===== src/rtl/ptg_pkg.sv =====
// Shared constants and types for the page table group searcher.
// Assumes 32-bit entry words, two words per entry.
package ptg_pkg;
    typedef enum logic [1:0] {
        ST_OK   = 2'd0,
        ST_MISS = 2'd1,
        ST_PROT = 2'd2
    } srch_status_e;

    typedef enum logic [1:0] {
        ACC_READ  = 2'd0,
        ACC_WRITE = 2'd1,
        ACC_FETCH = 2'd2
    } acc_kind_e;

    localparam int          WORD_W    = 32;
    localparam logic [31:0] TAG_MASK  = 32'h7FFF_FFBF;
    localparam int          VALID_POS = 31;
    localparam int          HSEL_POS  = 6;
    localparam int          REF_POS   = 8;
    localparam int          CHG_POS   = 7;
endpackage


===== src/rtl/ptg_addr_gen.sv =====
// Address generator: forms the byte address of one entry word.
// Assumes a group is SLOTS entries of 8 bytes; the base is group aligned.
module ptg_addr_gen #(
    parameter int ADDR_W = 32,
    parameter int HASH_W = 19,
    parameter int IDX_W  = 3
) (
    input  logic [ADDR_W-1:0] base,
    input  logic [ADDR_W-1:0] mask,
    input  logic [HASH_W-1:0] hash,
    input  logic              pass,
    input  logic [IDX_W-1:0]  idx,
    input  logic              word_sel,
    output logic [ADDR_W-1:0] addr
);
    localparam int GRP_SHIFT = IDX_W + 3;

    logic [HASH_W-1:0] hash_eff;
    logic [ADDR_W-1:0] grp_off;
    logic [ADDR_W-1:0] ent_off;

    // Pick the hash for this pass and build group and entry offsets.
    always_comb begin
        hash_eff = pass ? ~hash : hash;
        grp_off  = (ADDR_W'(hash_eff) << GRP_SHIFT) & mask;
        ent_off  = ADDR_W'({idx, word_sel, 2'b00});
        addr     = base + grp_off + ent_off;
    end
endmodule


===== src/rtl/ptg_entry_match.sv =====
// Entry matcher: decides whether word 0 of an entry hits the tag.
// Assumes the tag already has the hash-select and valid positions clear.
module ptg_entry_match
    import ptg_pkg::*;
(
    input  logic [WORD_W-1:0] word0,
    input  logic [WORD_W-1:0] tag,
    input  logic              pass,
    output logic              hit
);
    // Valid, placed by this pass's hash, and same tag.
    always_comb begin
        hit = word0[VALID_POS] && (word0[HSEL_POS] == pass) &&
              ((word0 & TAG_MASK) == tag);
    end
endmodule


===== src/rtl/ptg_rights.sv =====
// Rights evaluator: turns pp, key and nx into rights, judges the access
// and forms the updated word 1 with referenced/changed bits.
module ptg_rights
    import ptg_pkg::*;
(
    input  logic              key,
    input  logic              nx,
    input  logic [1:0]        kind,
    input  logic [WORD_W-1:0] word1,
    output logic [2:0]        rights,
    output logic              allowed,
    output logic [WORD_W-1:0] new_word1,
    output logic              wb_need
);
    logic rd_ok, wr_ok, ex_ok;

    // Decode the protection field against the key.
    always_comb begin
        rd_ok = 1'b1;
        wr_ok = 1'b0;
        unique case ({key, word1[1:0]})
            3'b000, 3'b001, 3'b010: wr_ok = 1'b1;
            3'b011:                 wr_ok = 1'b0;
            3'b100:                 rd_ok = 1'b0;
            3'b110:                 wr_ok = 1'b1;
            default:                wr_ok = 1'b0;
        endcase
        ex_ok = ~nx;
    end

    // Judge the access and form the flag update.
    always_comb begin
        unique case (kind)
            ACC_WRITE: allowed = wr_ok;
            ACC_FETCH: allowed = ex_ok;
            default:   allowed = rd_ok;
        endcase
        new_word1          = word1;
        new_word1[REF_POS] = 1'b1;
        rights             = {ex_ok, wr_ok, rd_ok};
        if (!word1[CHG_POS]) begin
            if (kind == ACC_WRITE && allowed) new_word1[CHG_POS] = 1'b1;
            else                              rights[1] = 1'b0;
        end
        wb_need = (new_word1 != word1);
    end
endmodule


===== src/rtl/ptg_searcher.sv =====
// Page table group searcher: two-pass search of eight-entry groups,
// flag write-back and rights/status report.
// Assumes the memory answers each held rd_req with one rd_valid cycle and
// accepts a wr_req strobe in the cycle it is given.
module ptg_searcher
    import ptg_pkg::*;
#(
    parameter int ADDR_W     = 32,
    parameter int HASH_W     = 19,
    parameter int SLOTS      = 8,
    parameter int PAGE_SHIFT = 12
) (
    input  logic                     clk,
    input  logic                     rst_n,
    input  logic                     start,
    input  logic [31:0]              tag_in,
    input  logic [HASH_W-1:0]        hash_in,
    input  logic [ADDR_W-1:0]        tbl_base,
    input  logic [ADDR_W-1:0]        tbl_mask,
    input  logic                     key_in,
    input  logic                     nx_in,
    input  logic [1:0]               acc_kind,
    output logic                     busy,
    output logic                     done,
    output logic [1:0]               status,
    output logic [31-PAGE_SHIFT:0]   rpn_out,
    output logic [2:0]               rights_out,
    output logic                     rd_req,
    output logic [ADDR_W-1:0]        rd_addr,
    input  logic                     rd_valid,
    input  logic [31:0]              rd_data,
    output logic                     wr_req,
    output logic [ADDR_W-1:0]        wr_addr,
    output logic [31:0]              wr_data
);
    localparam int IDX_W = $clog2(SLOTS);
    localparam int RPN_W = WORD_W - PAGE_SHIFT;
    localparam logic [IDX_W-1:0] LAST_IDX = IDX_W'(SLOTS - 1);

    typedef enum logic [2:0] {S_IDLE, S_RD0, S_RD1, S_CHK, S_WB, S_FIN} state_e;

    state_e            state_q;
    logic              pass_q;
    logic [IDX_W-1:0]  idx_q;
    logic [31:0]       w0_q, w1_q, wb_data_q;
    logic [31:0]       tag_q;
    logic [HASH_W-1:0] hash_q;
    logic [ADDR_W-1:0] base_q, mask_q;
    logic              key_q, nx_q;
    logic [1:0]        kind_q;
    logic [1:0]        status_q;
    logic [RPN_W-1:0]  rpn_q;
    logic [2:0]        rights_q;

    logic [ADDR_W-1:0] ent_addr;
    logic              hit;
    logic [2:0]        rt_rights;
    logic              rt_allowed, rt_wb;
    logic [31:0]       rt_new_w1;

    ptg_addr_gen #(.ADDR_W(ADDR_W), .HASH_W(HASH_W), .IDX_W(IDX_W)) addr_i (
        .base(base_q), .mask(mask_q), .hash(hash_q), .pass(pass_q),
        .idx(idx_q), .word_sel(state_q != S_RD0), .addr(ent_addr)
    );

    ptg_entry_match match_i (
        .word0(w0_q), .tag(tag_q), .pass(pass_q), .hit(hit)
    );

    ptg_rights rights_i (
        .key(key_q), .nx(nx_q), .kind(kind_q), .word1(w1_q),
        .rights(rt_rights), .allowed(rt_allowed),
        .new_word1(rt_new_w1), .wb_need(rt_wb)
    );

    // Search sequencer: fetch, judge, step slots and passes, write back.
    always_ff @(posedge clk) begin
        if (!rst_n) begin
            state_q   <= S_IDLE;
            pass_q    <= 1'b0;
            idx_q     <= '0;
            w0_q      <= '0;
            w1_q      <= '0;
            wb_data_q <= '0;
            tag_q     <= '0;
            hash_q    <= '0;
            base_q    <= '0;
            mask_q    <= '0;
            key_q     <= 1'b0;
            nx_q      <= 1'b0;
            kind_q    <= ACC_READ;
            status_q  <= ST_OK;
            rpn_q     <= '0;
            rights_q  <= '0;
        end else begin
            unique case (state_q)
                S_IDLE: if (start) begin
                    tag_q   <= tag_in;
                    hash_q  <= hash_in;
                    base_q  <= tbl_base;
                    mask_q  <= tbl_mask;
                    key_q   <= key_in;
                    nx_q    <= nx_in;
                    kind_q  <= acc_kind;
                    pass_q  <= 1'b0;
                    idx_q   <= '0;
                    state_q <= S_RD0;
                end
                S_RD0: if (rd_valid) begin
                    w0_q    <= rd_data;
                    state_q <= S_RD1;
                end
                S_RD1: if (rd_valid) begin
                    w1_q    <= rd_data;
                    state_q <= S_CHK;
                end
                S_CHK: begin
                    if (hit) begin
                        status_q  <= rt_allowed ? ST_OK : ST_PROT;
                        rpn_q     <= w1_q[31:PAGE_SHIFT];
                        rights_q  <= rt_rights;
                        wb_data_q <= rt_new_w1;
                        state_q   <= rt_wb ? S_WB : S_FIN;
                    end else if (idx_q != LAST_IDX) begin
                        idx_q   <= idx_q + 1'b1;
                        state_q <= S_RD0;
                    end else if (!pass_q) begin
                        pass_q  <= 1'b1;
                        idx_q   <= '0;
                        state_q <= S_RD0;
                    end else begin
                        status_q <= ST_MISS;
                        rpn_q    <= '0;
                        rights_q <= '0;
                        state_q  <= S_FIN;
                    end
                end
                S_WB:    state_q <= S_FIN;
                default: state_q <= S_IDLE;
            endcase
        end
    end

    // Port drive from the sequencer state.
    always_comb begin
        busy       = (state_q != S_IDLE);
        done       = (state_q == S_FIN);
        rd_req     = (state_q == S_RD0) || (state_q == S_RD1);
        rd_addr    = ent_addr;
        wr_req     = (state_q == S_WB);
        wr_addr    = ent_addr;
        wr_data    = wb_data_q;
        status     = status_q;
        rpn_out    = rpn_q;
        rights_out = rights_q;
    end

    // done lasts a single cycle.
    a_r11_done_pulse: assert property (@(posedge clk) disable iff (!rst_n)
        done |=> !done);
    // a search only begins after start.
    a_r11_busy_from_start: assert property (@(posedge clk) disable iff (!rst_n)
        $rose(busy) |-> $past(start));
    // every write-back carries the referenced bit.
    a_r8_wb_ref: assert property (@(posedge clk) disable iff (!rst_n)
        wr_req |-> wr_data[REF_POS]);
    // write-back targets word 1 of an entry.
    a_r10_wb_offset: assert property (@(posedge clk) disable iff (!rst_n)
        wr_req |-> (wr_addr[2:0] == 3'b100) && !rd_req);
    // a miss reports no rights and no page.
    a_r5_miss_clear: assert property (@(posedge clk) disable iff (!rst_n)
        (done && status == ST_MISS) |-> (rights_out == 3'b000 && rpn_out == '0));
    // a permitted write keeps the write right.
    a_r9_write_keeps_w: assert property (@(posedge clk) disable iff (!rst_n)
        (done && status == ST_OK && kind_q == ACC_WRITE) |-> rights_out[1]);
endmodule


===== config.mk =====
export PLATFORM = sky130hd
export DESIGN_NAME = ptg_searcher
export DESIGN_NICKNAME = d
export VERILOG_FILES = /design/src/rtl/ptg_pkg.sv /design/src/rtl/ptg_addr_gen.sv /design/src/rtl/ptg_entry_match.sv /design/src/rtl/ptg_rights.sv /design/src/rtl/ptg_searcher.sv
export SDC_FILE = /design/constraint.sdc
export NUM_CORES = 1
export LEC_CHECK = 0
export ABC_AREA = 1
export CAP_MARGIN = 30
export CORE_ASPECT_RATIO = 1.25
export CORE_MARGIN = 8
export CORE_UTILIZATION = 55
export CTS_BUF_LIST = sky130_fd_sc_hd__clkbuf_2 sky130_fd_sc_hd__clkbuf_4 sky130_fd_sc_hd__clkbuf_8
export CTS_CLUSTER_SIZE = 8
export DETAILED_ROUTE_END_ITERATION = 7
export DONT_BUFFER_PORTS = 1
export PLACE_DENSITY = 0.75
export SLEW_MARGIN = 20
export SYNTH_ARGS = -nofsm -noshare
export SYNTH_HDL_FRONTEND = slang
export SYNTH_SLANG_ARGS = --single-unit

===== constraint.sdc =====
create_clock -name clk -period 3.65 [get_ports clk]
set_input_delay 0.73 -clock clk [delete_from_list [all_inputs] [get_ports clk]]
set_output_delay 0.73 -clock clk [all_outputs]
set_load 0.1 [all_outputs]

==> results of run 1 <==
layer usage:
metal | up-vias | track usage | share of wire
met5 | - | 0 | 0
met4 | 0 | 0.128 | 0.049
met3 | 101 | 0.0751 | 0.080
met2 | 419 | 0.476 | 0.51
met1 | 4841 | 0.282 | 0.36
li1 | 4894 | - | -
sequential cells by signal (all words and copies together), names as in the netlist:
| name | count |
|---|---|
| rpn_out | 20 |
| pass_q | 1 |
| tag_q | 32 |
| rights_out | 3 |
| kind_q | 2 |
| hash_q | 19 |
| status | 2 |
| w0_q | 32 |
| key_q | 1 |
| mask_q | 19 |
| nx_q | 1 |
| wr_data | 32 |
| w1_q | 32 |
| state_q | 3 |
| idx_q | 3 |
| base_q | 32 |
kinds of logic (layout without fill, tap and decap cells):
family	Yosys count	in the layout	synth area share
DFF	234	234	0.436
AOI/OAI and AO/OA	369	369	0.175
other	0	2	0
buffers and inverters	202	235	0.0863
and+or+nand+nor	602	602	0.235
xor gates and xnor gates	42	42	0.0342
adders and majority gates	28	28	0.0333
repair_timing:
action | in CTS | in global routing
cloned | 2 | 0
pin swaps | 34 | 27
endpoints found under the setup margin | 42 | 42
buffers inserted | 29 | 5
resized for setup | 111 | 108
power groups by stage:
stage	Clock, mW	Sequential, mW	Combinational [mW]
floorplan	0	3.01	2.53
global placement	0	3.10	2.93
detailed placement	0	3.11	2.97
CTS	2.26	3.07	3.18
global route	2.37	3.12	3.49
finish	2.23	3.09	3.28
synthesized netlist by cell type:
cell type	count
a21o_1	6
a21oi_1	224
a31oi_1	3
and2_1	1
buf_1	2
buf_2	14
buf_4	34
buf_6	3
clkbuf_1	65
clkbuf_2	1
clkinv_1	1
dfxtp_1	234
fa_1	1
ha_1	27
inv_1	76
inv_2	6
nand2_1	289
nand2_2	1
nand3_1	106
nand3_4	1
nand3b_1	1
nand4_1	24
nor2_1	162
nor2_2	1
nor2_4	3
nor3_1	11
nor4_1	1
o2111ai_1	1
o211ai_1	1
o21a_1	1
o21ai_0	123
o21ai_1	6
o21bai_1	4
or2_0	1
xnor2_1	23
xor2_1	19
worst paths after layout:
| check | cells after the start | endpoint | slack (ps) |
|---|---|---|---|
| worst max-delay path | 13 | rd_addr[26] | -250 |
| worst min-delay path | 2 | w0_q[26] | 330 |
| worst max register to register | 14 | rpn_out[4] | 1190 |
| worst min register to register | 2 | tag_q[31] | 450 |
layout make-up:
type,instances,area [µm²]
multi-input cells,1041,6490
fillers,1460,5540
flip-flops and latches,234,4690
repair buffers,93,1220
clock buffers,55,694
well taps,265,332
inverters,83,317
clock inverters,4,33.8
diodes,2,5.00
==> run_results.csv, run 1 <==
group,metric,value,unit
status,outcome,"complete, but fails checks",
status,violations,"setup timing",
finish,drive_gt1_frac,0.230,
sta,finClkSkew,18.8,ps
synth,synth_seq_cells,234,
sta,post-route-period-util,1.07,
detailed_routing,post_drt_via_cell_ratio,5.77,
synth,yosysWarnings,0,
critical_path,critPathRequiredTime,2920,ps
global_routing,grt_pass1_vias,9950,
detailed_routing,drt_iter0_drc,667,
floorplanning,fp.coreArea,0.0193,mm²
placed_design,gp_congestion,0.909,
clock_tree,clock_path_buffers,3,
critical_path,critPathSlowestCell,"dfxtp_4",
sta,period_needed,3900,ps
clock_tree,tritoncts,"yes",
clock_tree,ctsHtreeMaxLevel,2,
pwr,vdd_drop_max,0.417,mV
sta,max_slew.worst_pin.slew,1030,ps
global_routing,grt_pass1_wl,51.5,mm
synth,synth_top_area_share,0.436,
finish,final_core_util,0.713,
critical_path,slowest_delay,370,ps
pwr,pwr-share-seq,0.360,
detailed_routing,detail-route-antenna-nets,0,
placed_design,pre_cts_ws,161,ps
floorplanning,io_pins,280,
clock_tree,clk_latency,530,ps
sta,hold_slack,335,ps
critical_path,path_delay_family,"compound AO/OA/AOI/OAI gates",
critical_path,path_max_fanout,13,
finish,syn2layout_area_growth,28.3,%
pwr,clockPowerShare,0.259,
sta,hold_viol,0,
placed_design,placed_area,0.0119,mm²
global_routing,overflow,0,
global_routing,grt_antenna_before_repair,3,
detailed_routing,first_pass_iters,6,
sta,fin_tns_setup,-2400,ps
critical_path,r2r-start,"pass_q",
synth,synth.area.top_cells,"dfxtp_1 44%, a21oi_1 10%, nand2_1 10%",
finish,instances_no_fill,1777,
critical_path,crit_buf_inv,3,
critical_path,worstPathArrival,3170,ps
placed_design,io_buffer_count,0,
global_routing,grt_max_degree,101,
sta,slew_headroom,0.310,
critical_path,worstSetupEndpointType,"primary output",
pwr,p_comb_frac,0.382,
finish,final_cell_area,0.0138,mm²
floorplanning,row_count,57,
finish,layout_common_cells,"247 x nand2_1, 230 x dfxtp_1, 191 x a21oi_1",
pwr,power.switching,3.57,mW
sta,maxSlewViolCount,0,
clock_tree,ctsHoldBuffers,0,
detailed_routing,drc_errors,0,
placed_design,dp_hpwl,23.0,mm
pwr,switching_share,0.415,
placed_design,dp.cells,1680,
flow_run,cap_violations,0,
synth,yosysUniqueCellTypes,36,
finish,final_common_cell,"nand2_1",
detailed_routing,routed_wl,34.3,mm
critical_path,worstSetupStartpointType,"flop",
detailed_routing,wl_per_cell,19.3,µm
pwr,power.internal,5.04,mW
floorplanning,die_w,141,µm
critical_path,critPathKind,"flop to primary output",
floorplanning,dieHeight,172,µm
sta,grt_setup_unrepaired,"yes",
global_routing,grt_usage,0.265,
synth,netlist_area,0.0107,mm²
finish,fin_nets,1674,
clock_tree,cts.sink_count,234,
synth,ys_seq_area_frac,0.436,
floorplanning,initial_core_util,0.556,
floorplanning,fp.dieArea,0.0243,mm²
sta,setup-violations-final,28,
sta,layout_setup_ws,-253,ps
synth,synthCells,1477,
critical_path,crit_chain,"buf_12 > o21ai_1 > a21oi_2 > ha_4 > nand2_1 > nand2_1 > a21oi_2 > o21bai_2 > nand2_2 > nand3_4 > buf_6 > xor2_4 > buf_12",
synth,synth.avg_cell_area,7.27,µm²
critical_path,crit_start,"pass_q",
pwr,power_density,624,mW/mm²
clock_tree,cts_made_buffers,38,
pwr,power.leakage,5.45,nW
sta,fmax,0.256,GHz
worst_hold_path,min_path_type,"input pin to flop",
pwr,power.total,8.60,mW
worst_hold_path,worstHoldStart,"rd_data[26]",
synth,syn_nets,1660,
clock_tree,cts-root-buf,"clkbuf_8",
detailed_routing,vias,10255,
clock_tree,clkTransAtPathRegs,60,ps
synth,yosys.area.top_type,"dfxtp_1",
(Power assumes the default switching activity.)
==> inputs of run 2 (changes only) <==
- PLACE_DENSITY: 0.75 -> 0.67
==> run 2 against run 1 <==
  * The flow still finishes with violations (setup timing)
  * First-iteration DRC count is 0.30% higher
  * Clock skew grew 1.9 ps
  * Global-route usage increased by 0.56 points
  * Hold slack lost 4.4 ps
  * Critical path type unchanged
  * Largest cell class unchanged
==> run_results.csv, run 2 (same netlist as run 1, synthesis figures left out) <==
group,metric,value,unit
sta,maxSlewViolCount,0,
global_routing,grt_max_degree,101,
critical_path,critPathRequiredTime,2920,ps
placed_design,placed_area,0.0119,mm²
floorplanning,fp.coreArea,0.0193,mm²
detailed_routing,wl_per_cell,19.7,µm
critical_path,worstPathArrival,3100,ps
critical_path,worstSetupStartpointType,"flop",
clock_tree,cts_made_buffers,37,
finish,final_core_util,0.730,
sta,fin_tns_setup,-1960,ps
sta,hold_viol,0,
critical_path,worstSetupEndpointType,"primary output",
worst_hold_path,min_path_cells,2,
critical_path,critPathKind,"flop to primary output",
detailed_routing,vias,10308,
sta,grt_setup_unrepaired,"yes",
finish,final_cell_area,0.0141,mm²
finish,fin_nets,1691,
sta,max_slew.worst_pin.slew,1020,ps
detailed_routing,drc_errors,0,
sta,setup-violations-final,24,
clock_tree,cts.sink_count,234,
clock_tree,ctsHoldBuffers,0,
global_routing,grt_pass1_vias,10136,
finish,layout_common_cells,"245 x nand2_1, 230 x dfxtp_1, 186 x a21oi_1",
worst_hold_path,holdPathEnd,"w1_q[15]",
critical_path,rrSetupSlack,700,ps
floorplanning,io_pins,280,
sta,post-route-period-util,1.05,
global_routing,grt_pass1_wl,52.6,mm
sta,hold_slack,330,ps
clock_tree,clk_latency,540,ps
global_routing,grt_antenna_before_repair,3,
global_routing,overflow,0,
floorplanning,die_w,141,µm
clock_tree,tritoncts,"yes",
floorplanning,dieHeight,172,µm
placed_design,io_buffer_count,0,
floorplanning,fp.dieArea,0.0243,mm²
worst_hold_path,worstHoldStart,"rst_n",
worst_hold_path,min_path_type,"input pin to flop",
detailed_routing,detail-route-antenna-nets,0,
finish,nFillCells,1461,
detailed_routing,routed_wl,35.4,mm
detailed_routing,drt_iter0_drc,669,
pwr,power_density,610,mW/mm²
clock_tree,ctsHtreeMaxLevel,2,
placed_design,dp_hpwl,22.8,mm
floorplanning,initial_core_util,0.556,
clock_tree,clkTransAtPathRegs,60,ps
detailed_routing,post_drt_via_cell_ratio,5.75,
placed_design,pre_cts_ws,61.9,ps
finish,final_common_cell,"nand2_1",
sta,layout_setup_ws,-182,ps
status,violations,"setup timing",
global_routing,grt_usage,0.271,
sta,slew_headroom,0.316,
critical_path,regToRegEndpoint,"rpn_out[11]",
clock_tree,cts-root-buf,"clkbuf_8",
sta,period_needed,3830,ps
sta,fmax,0.261,GHz
critical_path,r2r-start,"pass_q",
critical_path,reg2reg_depth,14,
finish,syn2layout_area_growth,31.4,%
clock_tree,clock_path_buffers,3,
detailed_routing,first_pass_iters,5,
critical_path,crit_buf_inv,4,
finish,instances_no_fill,1793,
placed_design,dp.cells,1679,
sta,finClkSkew,20.7,ps
placed_design,gp_congestion,0.898,
critical_path,slowest_delay,430,ps
critical_path,path_delay_family,"compound AO/OA/AOI/OAI gates",
critical_path,path_max_fanout,7,
pwr,power.leakage,5.61,nW
pwr,power.total,8.61,mW
flow_run,cap_violations,0,
finish,drive_gt1_frac,0.247,
floorplanning,row_count,57,
pwr,vdd_drop_max,0.348,mV
status,outcome,"complete, but fails checks",
critical_path,critPathSlowestCell,"dfxtp_4",
critical_path,crit_chain,"buf_6 > buf_16 > a21oi_4 > ha_4 > inv_2 > o21bai_4 > a21o_1 > a21oi_1 > o211ai_1 > nand3_1 > nand2_4 > buf_12",
==> run 2: cell count changes in the layout (fill, tap and decap cells not counted), sizes merged <==
cell,delta
buf,+16
clkbuf,-1
diode,+1
==> run 2: where the power goes <==
group	internal [mW]	switching, mW
Clock	1.14	1.02
Sequential	2.84	0.267
Combinational	1.01	2.34
==> run 2: layout make-up <==
cell class	instances	area [µm²]	area share
Inverter	83	314	0.0222
Sequential cell	234	4690	0.332
Antenna cell	3	7.51	0.000532
Tap cell	265	332	0.0235
Clock buffer	52	647	0.0458
Timing Repair Buffer	111	1380	0.0979
Clock inverter	4	45.0	0.00319
Multi-Input combinational cell	1041	6700	0.474
==> run 2: worst reg2reg max path, stage by stage, from the launching register on <==
cell and delay [ps]:
dfxtp_4 390, clkbuf_16 170, buf_4 130, inv_1 60
nand2_1 50, nand2_1 50, nand2_1 60, nor2_1 110
nand2_1 90, nor2_4 460, nand3_4 530, nand2_1 270
inv_2 220, nand2_1 120, a21oi_1 90
==> run 2: worst max path at each step <==
stage / startpoint / end / slack, ps / depth (start not counted)
CTS: pass_q / rd_addr[28] / -90 / 14
global route: pass_q / rd_addr[31] / -250 / 13
detailed placement: state_q[0] / rd_addr[28] / 60 / 14
finish: pass_q / wr_addr[31] / -180 / 12
global placement: state_q[0] / rd_addr[28] / 130 / 14
floorplan: pass_q / wr_addr[20] / -200 / 12
==> run 2: layer usage <==
layer / track usage / vias to the layer above / share of wire
li1: - / 4915 / -
met1: 0.282 / 4881 / 0.35
met2: 0.478 / 405 / 0.51
met3: 0.0829 / 107 / 0.085
met4: 0.154 / 0 / 0.047
met5: 0 / - / 0
==> run 2: what timing repair did <==
| item | CTS | global route |
|---|---|---|
| gates resized for setup | 169 | 84 |
| setup endpoints to repair | 42 | 42 |
| pin swaps | 77 | 40 |
| endpoints found under the hold margin | 0 | 0 |
| cloned | 3 | 1 |
| buffers inserted | 44 | 7 |
==> inputs of run 3 (changes only) <==
- PLACE_DENSITY: 0.67 -> 0.72
==> run 3 against run 2 <==
  * The flow still finishes with violations (setup timing)
  * Global-route usage shrank 0.88 points
  * Count of clock-buffer cells in the layout did not move
  * Cell area down 1.6%
  * Register-to-register slack gained 290 ps
  * Hold slack better by 3.4 ps
  * Clock power is essentially flat
  * Power grew 0.41%
  * Critical path depth is 1 higher
  * Critical path type unchanged
==> run_results.csv, run 3 (same netlist as run 1, synthesis figures left out) <==
group,metric,value,unit
status,outcome,"complete, but fails checks",
status,violations,"setup timing",
pwr,vdd_drop_max,0.424,mV
global_routing,overflow,0,
floorplanning,fp.coreArea,0.0193,mm²
critical_path,worstSetupStartpointType,"flop",
critical_path,crit_chain,"clkbuf_16 > o21ai_2 > a21oi_2 > ha_4 > nand2_4 > nor2_4 > inv_2 > nor3_4 > nand3_2 > nand3_4 > nand3_4 > xor2_4 > buf_12",
global_routing,grt_max_degree,101,
detailed_routing,drt_iter0_drc,727,
finish,syn2layout_area_growth,29.3,%
finish,final_cell_area,0.0139,mm²
floorplanning,die_w,141,µm
sta,layout_setup_ws,-250,ps
floorplanning,fp.dieArea,0.0243,mm²
critical_path,crit_buf_inv,3,
flow_run,cap_violations,0,
detailed_routing,drc_errors,0,
clock_tree,cts_made_buffers,38,
clock_tree,clock_path_buffers,3,
sta,period_needed,3900,ps
sta,fmax,0.256,GHz
global_routing,grt_usage,0.262,
finish,instances_no_fill,1794,
critical_path,worstSetupEndpointType,"primary output",
detailed_routing,detail-route-antenna-nets,0,
floorplanning,io_pins,280,
sta,hold_slack,334,ps
sta,grt_setup_unrepaired,"yes",
critical_path,critPathRequiredTime,2920,ps
critical_path,critPathMostFrequentCell,"nand3_4",
finish,layout_common_cells,"250 x nand2_1, 230 x dfxtp_1, 193 x a21oi_1",
critical_path,worstPathArrival,3170,ps
global_routing,grt_pass1_vias,9768,
detailed_routing,first_pass_iters,7,
critical_path,path_delay_family,"simple AND/OR/NAND/NOR gates",
sta,post-route-period-util,1.07,
pwr,power.leakage,5.54,nW
detailed_routing,vias,10338,
finish,final_common_cell,"nand2_1",
finish,drive_gt1_frac,0.229,
sta,max_slew.worst_pin.slew,1020,ps
sta,hold_viol,0,
placed_design,io_buffer_count,0,
global_routing,grt_antenna_before_repair,1,
pwr,power_density,623,mW/mm²
clock_tree,cts.sink_count,234,
placed_design,dp.cells,1681,
critical_path,path_max_fanout,7,
placed_design,pre_cts_ws,96.9,ps
detailed_routing,routed_wl,35.6,mm
clock_tree,clk_latency,540,ps
floorplanning,initial_core_util,0.556,
sta,maxSlewViolCount,0,
global_routing,grt_pass1_wl,50.8,mm
sta,slew_headroom,0.317,
placed_design,dp_hpwl,22.9,mm
worst_hold_path,min_path_type,"input pin to flop",
critical_path,slowest_delay,490,ps
sta,finClkSkew,25.8,ps
critical_path,critPathSlowestCell,"dfxtp_4",
clock_tree,ctsHtreeMaxLevel,2,
clock_tree,cts-root-buf,"clkbuf_8",
finish,final_core_util,0.718,
placed_design,placed_area,0.0119,mm²
finish,fin_nets,1693,
critical_path,critPathKind,"flop to primary output",
floorplanning,dieHeight,172,µm
finish,nFillCells,1444,
clock_tree,clkTransAtPathRegs,60,ps
detailed_routing,wl_per_cell,19.9,µm
placed_design,gp_congestion,0.915,
floorplanning,row_count,57,
clock_tree,tritoncts,"yes",
sta,setup-violations-final,44,
detailed_routing,post_drt_via_cell_ratio,5.76,
## run 3: final timing paths
| check | slack (ps) | depth (start not counted) | startpoint | end |
|---|---|---|---|---|
| setup reg to reg | 990 | 13 | pass_q | rights_out[1] |
| hold / removal | 330 | 2 | rd_data[24] | w0_q[24] |
| setup / recovery | -250 | 13 | pass_q | rd_addr[28] |
| hold reg to reg | 460 | 2 | w0_q[8] | w0_q[8] |
## run 3: power by group
group	switching [mW]	leakage, nW	total [mW]	internal, mW
combinational	2.33	3.25	3.36	1.03
sequential	0.256	1.91	3.09	2.84
clock	1.04	0.373	2.19	1.16
total	3.62	5.54	8.65	5.03
## run 3: metal layers
| layer | global-route usage | vias up | part of all wire |
|---|---|---|---|
| li1 | - | 4925 | - |
| met1 | 0.276 | 4832 | 0.36 |
| met2 | 0.469 | 455 | 0.50 |
| met3 | 0.0768 | 126 | 0.082 |
| met4 | 0.131 | 0 | 0.058 |
| met5 | 0 | - | 0 |
## run 3: area by class of cell
type	count	area, µm²	area share
multi-input cells	1041	6350	0.458
clock inverters	6	53.8	0.00388
clock buffers	52	653	0.0470
inverters	83	317	0.0228
repair buffers	112	1480	0.107
flip-flops and latches	234	4690	0.338
diodes	1	2.50	0.000180
well taps	265	332	0.0239
## run 3: per-stage QoR
step,TNS (ps),power [mW]
6_report,-6800,8.65
5_1_grt,-11140,9.02
2_1_floorplan,-893,5.54
3_3_place_gp,0,6.04
4_1_cts,-1190,8.41
3_5_place_dp,0,6.08
## run 3: timing repair
item	in CTS	in global routing
hold buffers	0	0
pin swaps	36	50
resized for setup	112	81
cloned	1	5
buffers inserted	24	22
setup endpoints to repair	42	42
